**config.mk**
```make
export PLATFORM = sky130hd
export DESIGN_NAME = i2c_regbridge
export DESIGN_NICKNAME = d
export VERILOG_FILES = /design/src/rtl/i2c_rb_pkg.sv /design/src/rtl/i2c_rb_sync.sv /design/src/rtl/i2c_rb_shift.sv /design/src/rtl/i2c_rb_seq.sv /design/src/rtl/i2c_regbridge.sv
export SDC_FILE = /design/constraint.sdc
export NUM_CORES = 1
export LEC_CHECK = 0
export ABC_AREA = 1
export BUFFER_PORTS_ARGS = -buffer_cell sky130_fd_sc_hd__buf_4
export CAP_MARGIN = 20
export CORE_AREA = 2 2 99 101
export DETAILED_ROUTE_END_ITERATION = 8
export DIE_AREA = 0 0 101 103
export PLACE_DENSITY = 0.59
export SETUP_SLACK_MARGIN = 0.02
export SYNTH_ARGS = -nofsm -noshare
export SYNTH_HDL_FRONTEND = slang
export SYNTH_SLANG_ARGS = --single-unit
export TNS_END_PERCENT = 5
```
**constraint.sdc**
```tcl
create_clock -name clk -period 4.9 [get_ports clk]
set_input_delay 0 -clock clk [delete_from_list [all_inputs] [get_ports clk]]
set_output_delay 0 -clock clk [all_outputs]
set_load 0.01 [all_outputs]
```
**src/rtl/i2c_rb_pkg.sv**
```systemverilog
package i2c_rb_pkg;

  localparam int REG_W  = 16;
  localparam int BYTE_W = 8;

  typedef enum logic [2:0] {
    PH_IDLE, PH_RX, PH_RACK, PH_RREQ, PH_TX, PH_TACK, PH_WREQ
  } phase_t;

  typedef enum logic [2:0] {
    BY_DEV, BY_SUB, BY_AH, BY_AL, BY_DH, BY_DL
  } bytepos_t;

  typedef enum logic [1:0] {SK_NONE, SK_WR, SK_RD} subkind_t;

  function automatic logic dev_hit(input logic [7:0] b, input logic [6:0] dev);
    return b[7:1] == dev;
  endfunction

  function automatic subkind_t sub_kind(input logic [7:0] b,
                                        input logic [7:0] wcode,
                                        input logic [7:0] rcode);
    if (b == wcode) return SK_WR;
    if (b == rcode) return SK_RD;
    return SK_NONE;
  endfunction

endpackage

```
**src/rtl/i2c_rb_sync.sv**
```systemverilog
module i2c_rb_sync #(
  parameter int STAGES = 2
) (
  input  logic clk,
  input  logic rst_n,
  input  logic scl_i,
  input  logic sda_i,
  output logic scl_s,
  output logic sda_s,
  output logic scl_rise,
  output logic scl_fall,
  output logic start_det,
  output logic stop_det
);
  logic [STAGES-1:0] scl_q, sda_q;
  logic scl_d, sda_d;

  genvar g;
  generate
    for (g = 0; g < STAGES; g++) begin : g_stage
      always_ff @(posedge clk or negedge rst_n) begin
        if (!rst_n) begin
          scl_q[g] <= 1'b1;
          sda_q[g] <= 1'b1;
        end else begin
          scl_q[g] <= (g == 0) ? scl_i : scl_q[(g == 0) ? 0 : g - 1];
          sda_q[g] <= (g == 0) ? sda_i : sda_q[(g == 0) ? 0 : g - 1];
        end
      end
    end
  endgenerate

  assign scl_s = scl_q[STAGES-1];
  assign sda_s = sda_q[STAGES-1];

  always_ff @(posedge clk or negedge rst_n) begin
    if (!rst_n) begin
      scl_d <= 1'b1;
      sda_d <= 1'b1;
    end else begin
      scl_d <= scl_s;
      sda_d <= sda_s;
    end
  end

  assign scl_rise  = scl_s & ~scl_d;
  assign scl_fall  = ~scl_s & scl_d;
  assign start_det = scl_s & scl_d & sda_d & ~sda_s;
  assign stop_det  = scl_s & scl_d & ~sda_d & sda_s;
endmodule

```
**src/rtl/i2c_rb_shift.sv**
```systemverilog
module i2c_rb_shift import i2c_rb_pkg::*; (
  input  logic              clk,
  input  logic              rst_n,
  input  logic              load,
  input  logic [BYTE_W-1:0] load_val,
  input  logic              clr,
  input  logic              rx_en,
  input  logic              tx_en,
  input  logic              sda_s,
  output logic [BYTE_W-1:0] byte_q,
  output logic [3:0]        cnt,
  output logic              tx_bit
);
  always_ff @(posedge clk or negedge rst_n) begin
    if (!rst_n) begin
      byte_q <= '0;
      cnt    <= '0;
    end else if (load) begin
      byte_q <= load_val;
      cnt    <= '0;
    end else if (clr) begin
      cnt <= '0;
    end else if (rx_en) begin
      byte_q <= {byte_q[BYTE_W-2:0], sda_s};
      cnt    <= cnt + 4'd1;
    end else if (tx_en) begin
      byte_q <= {byte_q[BYTE_W-2:0], 1'b0};
      cnt    <= cnt + 4'd1;
    end
  end

  assign tx_bit = byte_q[BYTE_W-1];
endmodule

```
**src/rtl/i2c_rb_seq.sv**
```systemverilog
module i2c_rb_seq import i2c_rb_pkg::*; #(
  parameter logic [6:0] DEV_ADDR = 7'h45,
  parameter logic [7:0] SUB_WR   = 8'h12,
  parameter logic [7:0] SUB_RD   = 8'h13
) (
  input  logic              clk,
  input  logic              rst_n,
  input  logic              scl_rise,
  input  logic              scl_fall,
  input  logic              start_det,
  input  logic              stop_det,
  input  logic              sda_s,
  input  logic [BYTE_W-1:0] sh_byte,
  input  logic [3:0]        sh_cnt,
  input  logic              sh_bit,
  output logic              sh_clr,
  output logic              sh_rx,
  output logic              sh_tx,
  output logic              sh_load,
  output logic [BYTE_W-1:0] sh_val,
  output logic              sda_oe,
  output logic              scl_oe,
  output logic              ctl_valid,
  output logic              ctl_write,
  output logic [REG_W-1:0]  ctl_addr,
  output logic [REG_W-1:0]  ctl_wdata,
  input  logic              ctl_ready,
  input  logic [REG_W-1:0]  ctl_rdata
);
  phase_t   phase;
  bytepos_t pos;
  logic     ack_ok, wr_kind, rd_armed, rd_xfer, tx_second, host_ack;
  logic [REG_W-1:0] addr_q, wdata_q, rdata_q;

  logic req_phase, rx_full, bus_evt_ok;
  assign req_phase  = (phase == PH_RREQ) || (phase == PH_WREQ);
  assign rx_full    = (sh_cnt == 4'd8);
  assign bus_evt_ok = !req_phase;

  // shifter control
  assign sh_load = ((phase == PH_RACK) && scl_fall && ack_ok && rd_xfer) ||
                   ((phase == PH_TACK) && scl_fall && host_ack && !tx_second);
  assign sh_val  = (phase == PH_RACK) ? rdata_q[REG_W-1:BYTE_W] : rdata_q[BYTE_W-1:0];
  assign sh_clr  = start_det || ((phase == PH_RACK) && scl_fall);
  assign sh_rx   = (phase == PH_RX) && scl_rise && !rx_full;
  assign sh_tx   = (phase == PH_TX) && scl_fall;

  // bus and request outputs
  assign sda_oe    = ((phase == PH_RACK) && ack_ok) || (phase == PH_RREQ) ||
                     ((phase == PH_TX) && !sh_bit);
  assign scl_oe    = req_phase;
  assign ctl_valid = req_phase;
  assign ctl_write = (phase == PH_WREQ);
  assign ctl_addr  = addr_q;
  assign ctl_wdata = wdata_q;

  always_ff @(posedge clk or negedge rst_n) begin
    if (!rst_n) begin
      phase     <= PH_IDLE;
      pos       <= BY_DEV;
      ack_ok    <= 1'b0;
      wr_kind   <= 1'b0;
      rd_armed  <= 1'b0;
      rd_xfer   <= 1'b0;
      tx_second <= 1'b0;
      host_ack  <= 1'b0;
      addr_q    <= '0;
      wdata_q   <= '0;
      rdata_q   <= '0;
    end else if (stop_det && bus_evt_ok) begin
      phase    <= PH_IDLE;
      rd_armed <= 1'b0;
      rd_xfer  <= 1'b0;
    end else if (start_det && bus_evt_ok) begin
      phase   <= PH_RX;
      pos     <= BY_DEV;
      rd_xfer <= 1'b0;
    end else begin
      unique case (phase)
        PH_RX: if (scl_fall && rx_full) begin
          phase  <= PH_RACK;
          ack_ok <= 1'b1;
          unique case (pos)
            BY_DEV: begin
              rd_armed <= 1'b0;
              if (!dev_hit(sh_byte, DEV_ADDR)) ack_ok <= 1'b0;
              else if (sh_byte[0]) begin
                if (rd_armed) begin
                  phase   <= PH_RREQ;
                  rd_xfer <= 1'b1;
                end else ack_ok <= 1'b0;
              end
            end
            BY_SUB: begin
              ack_ok  <= sub_kind(sh_byte, SUB_WR, SUB_RD) != SK_NONE;
              wr_kind <= sub_kind(sh_byte, SUB_WR, SUB_RD) == SK_WR;
            end
            BY_AH: addr_q[REG_W-1:BYTE_W] <= sh_byte;
            BY_AL: begin
              addr_q[BYTE_W-1:0] <= sh_byte;
              rd_armed           <= !wr_kind;
            end
            BY_DH: begin
              wdata_q[REG_W-1:BYTE_W] <= sh_byte;
              ack_ok                  <= wr_kind;
              rd_armed                <= 1'b0;
            end
            default: wdata_q[BYTE_W-1:0] <= sh_byte;
          endcase
        end
        PH_RACK: if (scl_fall) begin
          if (!ack_ok) phase <= PH_IDLE;
          else if (rd_xfer) begin
            phase     <= PH_TX;
            tx_second <= 1'b0;
          end else if (pos == BY_DL) phase <= PH_WREQ;
          else begin
            pos   <= bytepos_t'(pos + 3'd1);
            phase <= PH_RX;
          end
        end
        PH_RREQ: if (ctl_ready) begin
          rdata_q <= ctl_rdata;
          ack_ok  <= 1'b1;
          phase   <= PH_RACK;
        end
        PH_TX: if (scl_fall && sh_cnt == 4'd7) phase <= PH_TACK;
        PH_TACK: begin
          if (scl_rise) host_ack <= !sda_s;
          if (scl_fall) begin
            if (host_ack && !tx_second) begin
              phase     <= PH_TX;
              tx_second <= 1'b1;
            end else phase <= PH_IDLE;
          end
        end
        PH_WREQ: if (ctl_ready) phase <= PH_IDLE;
        default: ;
      endcase
    end
  end
endmodule

```
**src/rtl/i2c_regbridge.sv**
```systemverilog
module i2c_regbridge import i2c_rb_pkg::*; #(
  parameter logic [6:0] DEV_ADDR    = 7'h45,
  parameter logic [7:0] SUB_WR      = 8'h12,
  parameter logic [7:0] SUB_RD      = 8'h13,
  parameter int         SYNC_STAGES = 2
) (
  input  logic             clk,
  input  logic             rst_n,
  input  logic             scl_i,
  input  logic             sda_i,
  output logic             scl_oe,
  output logic             sda_oe,
  output logic             ctl_valid,
  input  logic             ctl_ready,
  output logic             ctl_write,
  output logic [REG_W-1:0] ctl_addr,
  output logic [REG_W-1:0] ctl_wdata,
  input  logic [REG_W-1:0] ctl_rdata
);
  logic scl_s, sda_s, scl_rise, scl_fall, start_det, stop_det;
  logic sh_clr, sh_rx, sh_tx, sh_load, sh_bit;
  logic [BYTE_W-1:0] sh_val, sh_byte;
  logic [3:0] sh_cnt;

  i2c_rb_sync #(.STAGES(SYNC_STAGES)) u_sync (
    .clk(clk), .rst_n(rst_n), .scl_i(scl_i), .sda_i(sda_i),
    .scl_s(scl_s), .sda_s(sda_s), .scl_rise(scl_rise), .scl_fall(scl_fall),
    .start_det(start_det), .stop_det(stop_det)
  );

  i2c_rb_shift u_shift (
    .clk(clk), .rst_n(rst_n), .load(sh_load), .load_val(sh_val),
    .clr(sh_clr), .rx_en(sh_rx), .tx_en(sh_tx), .sda_s(sda_s),
    .byte_q(sh_byte), .cnt(sh_cnt), .tx_bit(sh_bit)
  );

  i2c_rb_seq #(.DEV_ADDR(DEV_ADDR), .SUB_WR(SUB_WR), .SUB_RD(SUB_RD)) u_seq (
    .clk(clk), .rst_n(rst_n), .scl_rise(scl_rise), .scl_fall(scl_fall),
    .start_det(start_det), .stop_det(stop_det), .sda_s(sda_s),
    .sh_byte(sh_byte), .sh_cnt(sh_cnt), .sh_bit(sh_bit),
    .sh_clr(sh_clr), .sh_rx(sh_rx), .sh_tx(sh_tx), .sh_load(sh_load),
    .sh_val(sh_val), .sda_oe(sda_oe), .scl_oe(scl_oe),
    .ctl_valid(ctl_valid), .ctl_write(ctl_write), .ctl_addr(ctl_addr),
    .ctl_wdata(ctl_wdata), .ctl_ready(ctl_ready), .ctl_rdata(ctl_rdata)
  );
endmodule

```
==> metrics.txt <==
CP Cell Sequence=inv_2, nand3_2, nor2_4, nand3_2, nand2_4, nor2_4, nand2_2, nand3_1, nand2_1; IO Port Bufs=between 50 and 60; initial antenna violation count=0; core area=roughly 9500 um^2; Iteration-0 DRC Markers=183; largest net degree at the start of global routing=79; Worst setup EP type=flip-flop; ant diodes=0; Worst slew margin=0.3462; Hold WS=between 0.2 and 0.25 ns; area delta synth->final=25.06%; fin crit share=0.3836; CTS H-tree lvls=3; Overall Global Routing Usage=0.1685; Final Hold Fails=0; DRC errors left=0; row count=36; Gate power share=0.182; worst vdd ir=0.1499 mV; first-pass GRT wire length=between 10000 and 15000 um; WL per Instance=13.22 um; Mapped Cells=~440; post-synthesis simple-gate area fraction=0.2816; post-CTS repair timing setup buffer count=0; syn nets=469; Slowest cell on crit path=dfrtp_1; vias in the first global route=2866; Worst R2R Start=u_seq.phase[0]; critical path launch point type=flip-flop; Internal=approximately 0.0011 W; synthesized area=between 3000 and 4000 um^2; RSZ-0062 raised after global routing=false; Root Buffer=clkbuf_8; CTS tree=done; sequential power share=0.480; Warnings, synthesis=0; Mapped Avg Cell Area=approximately 8.3 um^2; cell family with most CP delay=simple AND/OR/NAND/NOR gates; Total Wirelength=8395 um; largest family of logic cells by synthesized area=simple AND/OR/NAND/NOR gates; Buf+Inv Stages, Crit Path=1; clk_lat worst skew=between 0.3 and 0.4 ns; die area=10400 um^2; Sink Count=78; IO Count=57; WP data required=5.18 ns; drt first pass iters=4; vias=3117; WP data arrival=2.16 ns; Psw=~0.00050 W; clock share of power=0.338; die width=101 um; placed instance count=600; number of CTS-inserted buffers=9; mux contribution to synthesized area=0; Clock Skew=between 0.01 and 0.015 ns; Distinct cells, synth=31; FF+latch count, synth=78; Fillers=929; post-synthesis sequential area ratio=0.5339; Worst-path clk slew=approximately 0.090 ns; status=finished clean; dpl hpwl=roughly 6000 um; fraction of the mapped netlist area in adder cells=0.02387; setup TNS=0 ns; CP Launch Point=u_seq.phase[0]; Max Transition Viols Final=0; non-filler cells, final=about 640; clk buf depth=2; DIE HEIGHT=between 100 and 150 um; Hold Crit Class=in -> reg; Worst Tran Pin Value=~0.98 ns; Tmin final=approximately 1.9 ns; share of layout cells above drive strength 1=0.1939; Leakage=2.364 nW; post-synthesis compound-gate area fraction=0.08831; gr ovfl total=0; fmax=~530 MHz; max cap viols=0; Worst Setup Path Type=reg -> reg; Post-Synth XOR/XNOR Area=0.004773; # setup viols final=0; vias per inst=between 4 and 5; gpl congestion=between 0.9 and 1; post-route ant nets=0; HP Start=ctl_ready; CP Max Fanout=17; effective utilization at floorplan=0.3880; CP peak stage delay=about 0.46 ns; Final nets=approximately 540; Switching Share=0.3090; PwrDens=roughly 360 nW/um^2
-- metal layers --
metal,up-vias,global-route usage,part of all wire
li1,1575,-,-
met1,1446,0.2365,0.48
met2,86,0.2687,0.46
met3,10,0.02915,0.046
met4,0,0.05198,0.012
met5,-,0,0
-- sequential cells by signal, summed over array words and instances, names as in the netlist --
| register | cells |
|---|---|
| u_seq.ack_ok | 1 |
| u_seq.ctl_addr | 16 |
| u_seq.ctl_wdata | 16 |
| u_seq.host_ack | 1 |
| u_seq.phase | 3 |
| u_seq.pos | 3 |
| u_seq.rd_armed | 1 |
| u_seq.rd_xfer | 1 |
| u_seq.rdata_q | 16 |
| u_seq.tx_second | 1 |
| u_seq.wr_kind | 1 |
| u_shift.byte_q | 8 |
| u_shift.cnt | 4 |
| u_sync.scl_d | 1 |
| u_sync.scl_q | 1 |
| u_sync.scl_s | 1 |
| u_sync.sda_d | 1 |
| u_sync.sda_q | 1 |
| u_sync.sda_s | 1 |
-- path summary, 6_finish.rpt --
| kind | depth (start not counted) | endpoint | slack (ns) |
|---|---|---|---|
| setup / recovery | 9 | u_shift.cnt[1] | 3.02 |
| min in group asynchronous | 2 | u_seq.pos[0] | 0.33 |
| hold / removal | 6 | u_seq.rdata_q[9] | 0.22 |
| setup reg to reg | 9 | u_shift.cnt[1] | 3.02 |
| max in group asynchronous | 2 | u_seq.phase[0] | 3.91 |
| hold reg to reg | 0 | u_sync.scl_s | 0.36 |
-- through the flow --
stage               utilization  cell area (um^2)  power (W)  setup WS (ns)
floorplan                     -              3670  0.0009837          3.351
CTS                      0.4852              4589   0.001646          3.007
detailed placement       0.4411              4173   0.001081          3.031
finish                   0.4852              4589   0.001630          3.020
global placement         0.4411              4173   0.001069          3.133
global route             0.4852              4589   0.001727          2.807
-- worst min-delay path, delay by kind of cell --
family        cells  cell delay (ns)
simple gates      3             0.16
buf+inv           3             0.37
-- cells by family after synthesis --
| group | after synthesis |
|---|---|
| compound gates | 62 |
| xor+xnor | 2 |
| fa+ha+maj | 7 |
| buf+inv | 60 |
| flops | 78 |
| simple gates | 232 |
-- power by group through the flow --
stage | combinational [W] | clock [W] | sequential [W]
2_1_floorplan | 0.000206 | 0 | 0.000777
3_3_place_gp | 0.000280 | 0 | 0.000789
3_5_place_dp | 0.000287 | 0 | 0.000794
4_1_cts | 0.000301 | 0.000564 | 0.000781
5_1_grt | 0.000342 | 0.000593 | 0.000792
6_report | 0.000297 | 0.000551 | 0.000782
-- layout make-up --
class	instances	area [um^2]	area share
Clock inverter	7	102.6	0.02236
Tap cell	114	142.6	0.03108
Multi-Input combinational cell	303	1463	0.3187
Sequential cell	78	1959	0.4269
Inverter	48	180.2	0.03926
Clock buffer	9	123.9	0.02699
Timing Repair Buffer	76	618.1	0.1347
-- cells in the final DEF, fill, tap and decap left out, types with 9 or more instances in the layout --
master           n
dlygate4sd3_1   19
o21ai_1          9
inv_1           41
nand3_1         42
nand2_1        148
buf_4           57
clkbuf_8         9
nor2_1          16
o21ai_0         43
dfrtp_1         72
-- synthesized netlist by cell type (all sizes together) --
cell	count	area share
a211oi	1	0.0020
a21oi	4	0.0055
a31oi	1	0.0017
buf	9	0.015
clkbuf	3	0.0031
dfrtp	72	0.49
dfstp	6	0.043
ha	7	0.024
inv	48	0.049
nand2	152	0.16
nand3	45	0.065
nand4	10	0.024
nor2	20	0.026
nor3	5	0.0068
o2111ai	1	0.0024
o211ai	1	0.0020
o21ai	52	0.071
o21bai	1	0.0020
o22ai	1	0.0017
xnor2	1	0.0024
xor2	1	0.0024
-- timing repair --
action,CTS,global route
hold buffers,19,0
gates resized for setup,0,0
endpoints found under the hold margin,90,0
No activity file was read; power rests on OpenSTA's default activity.
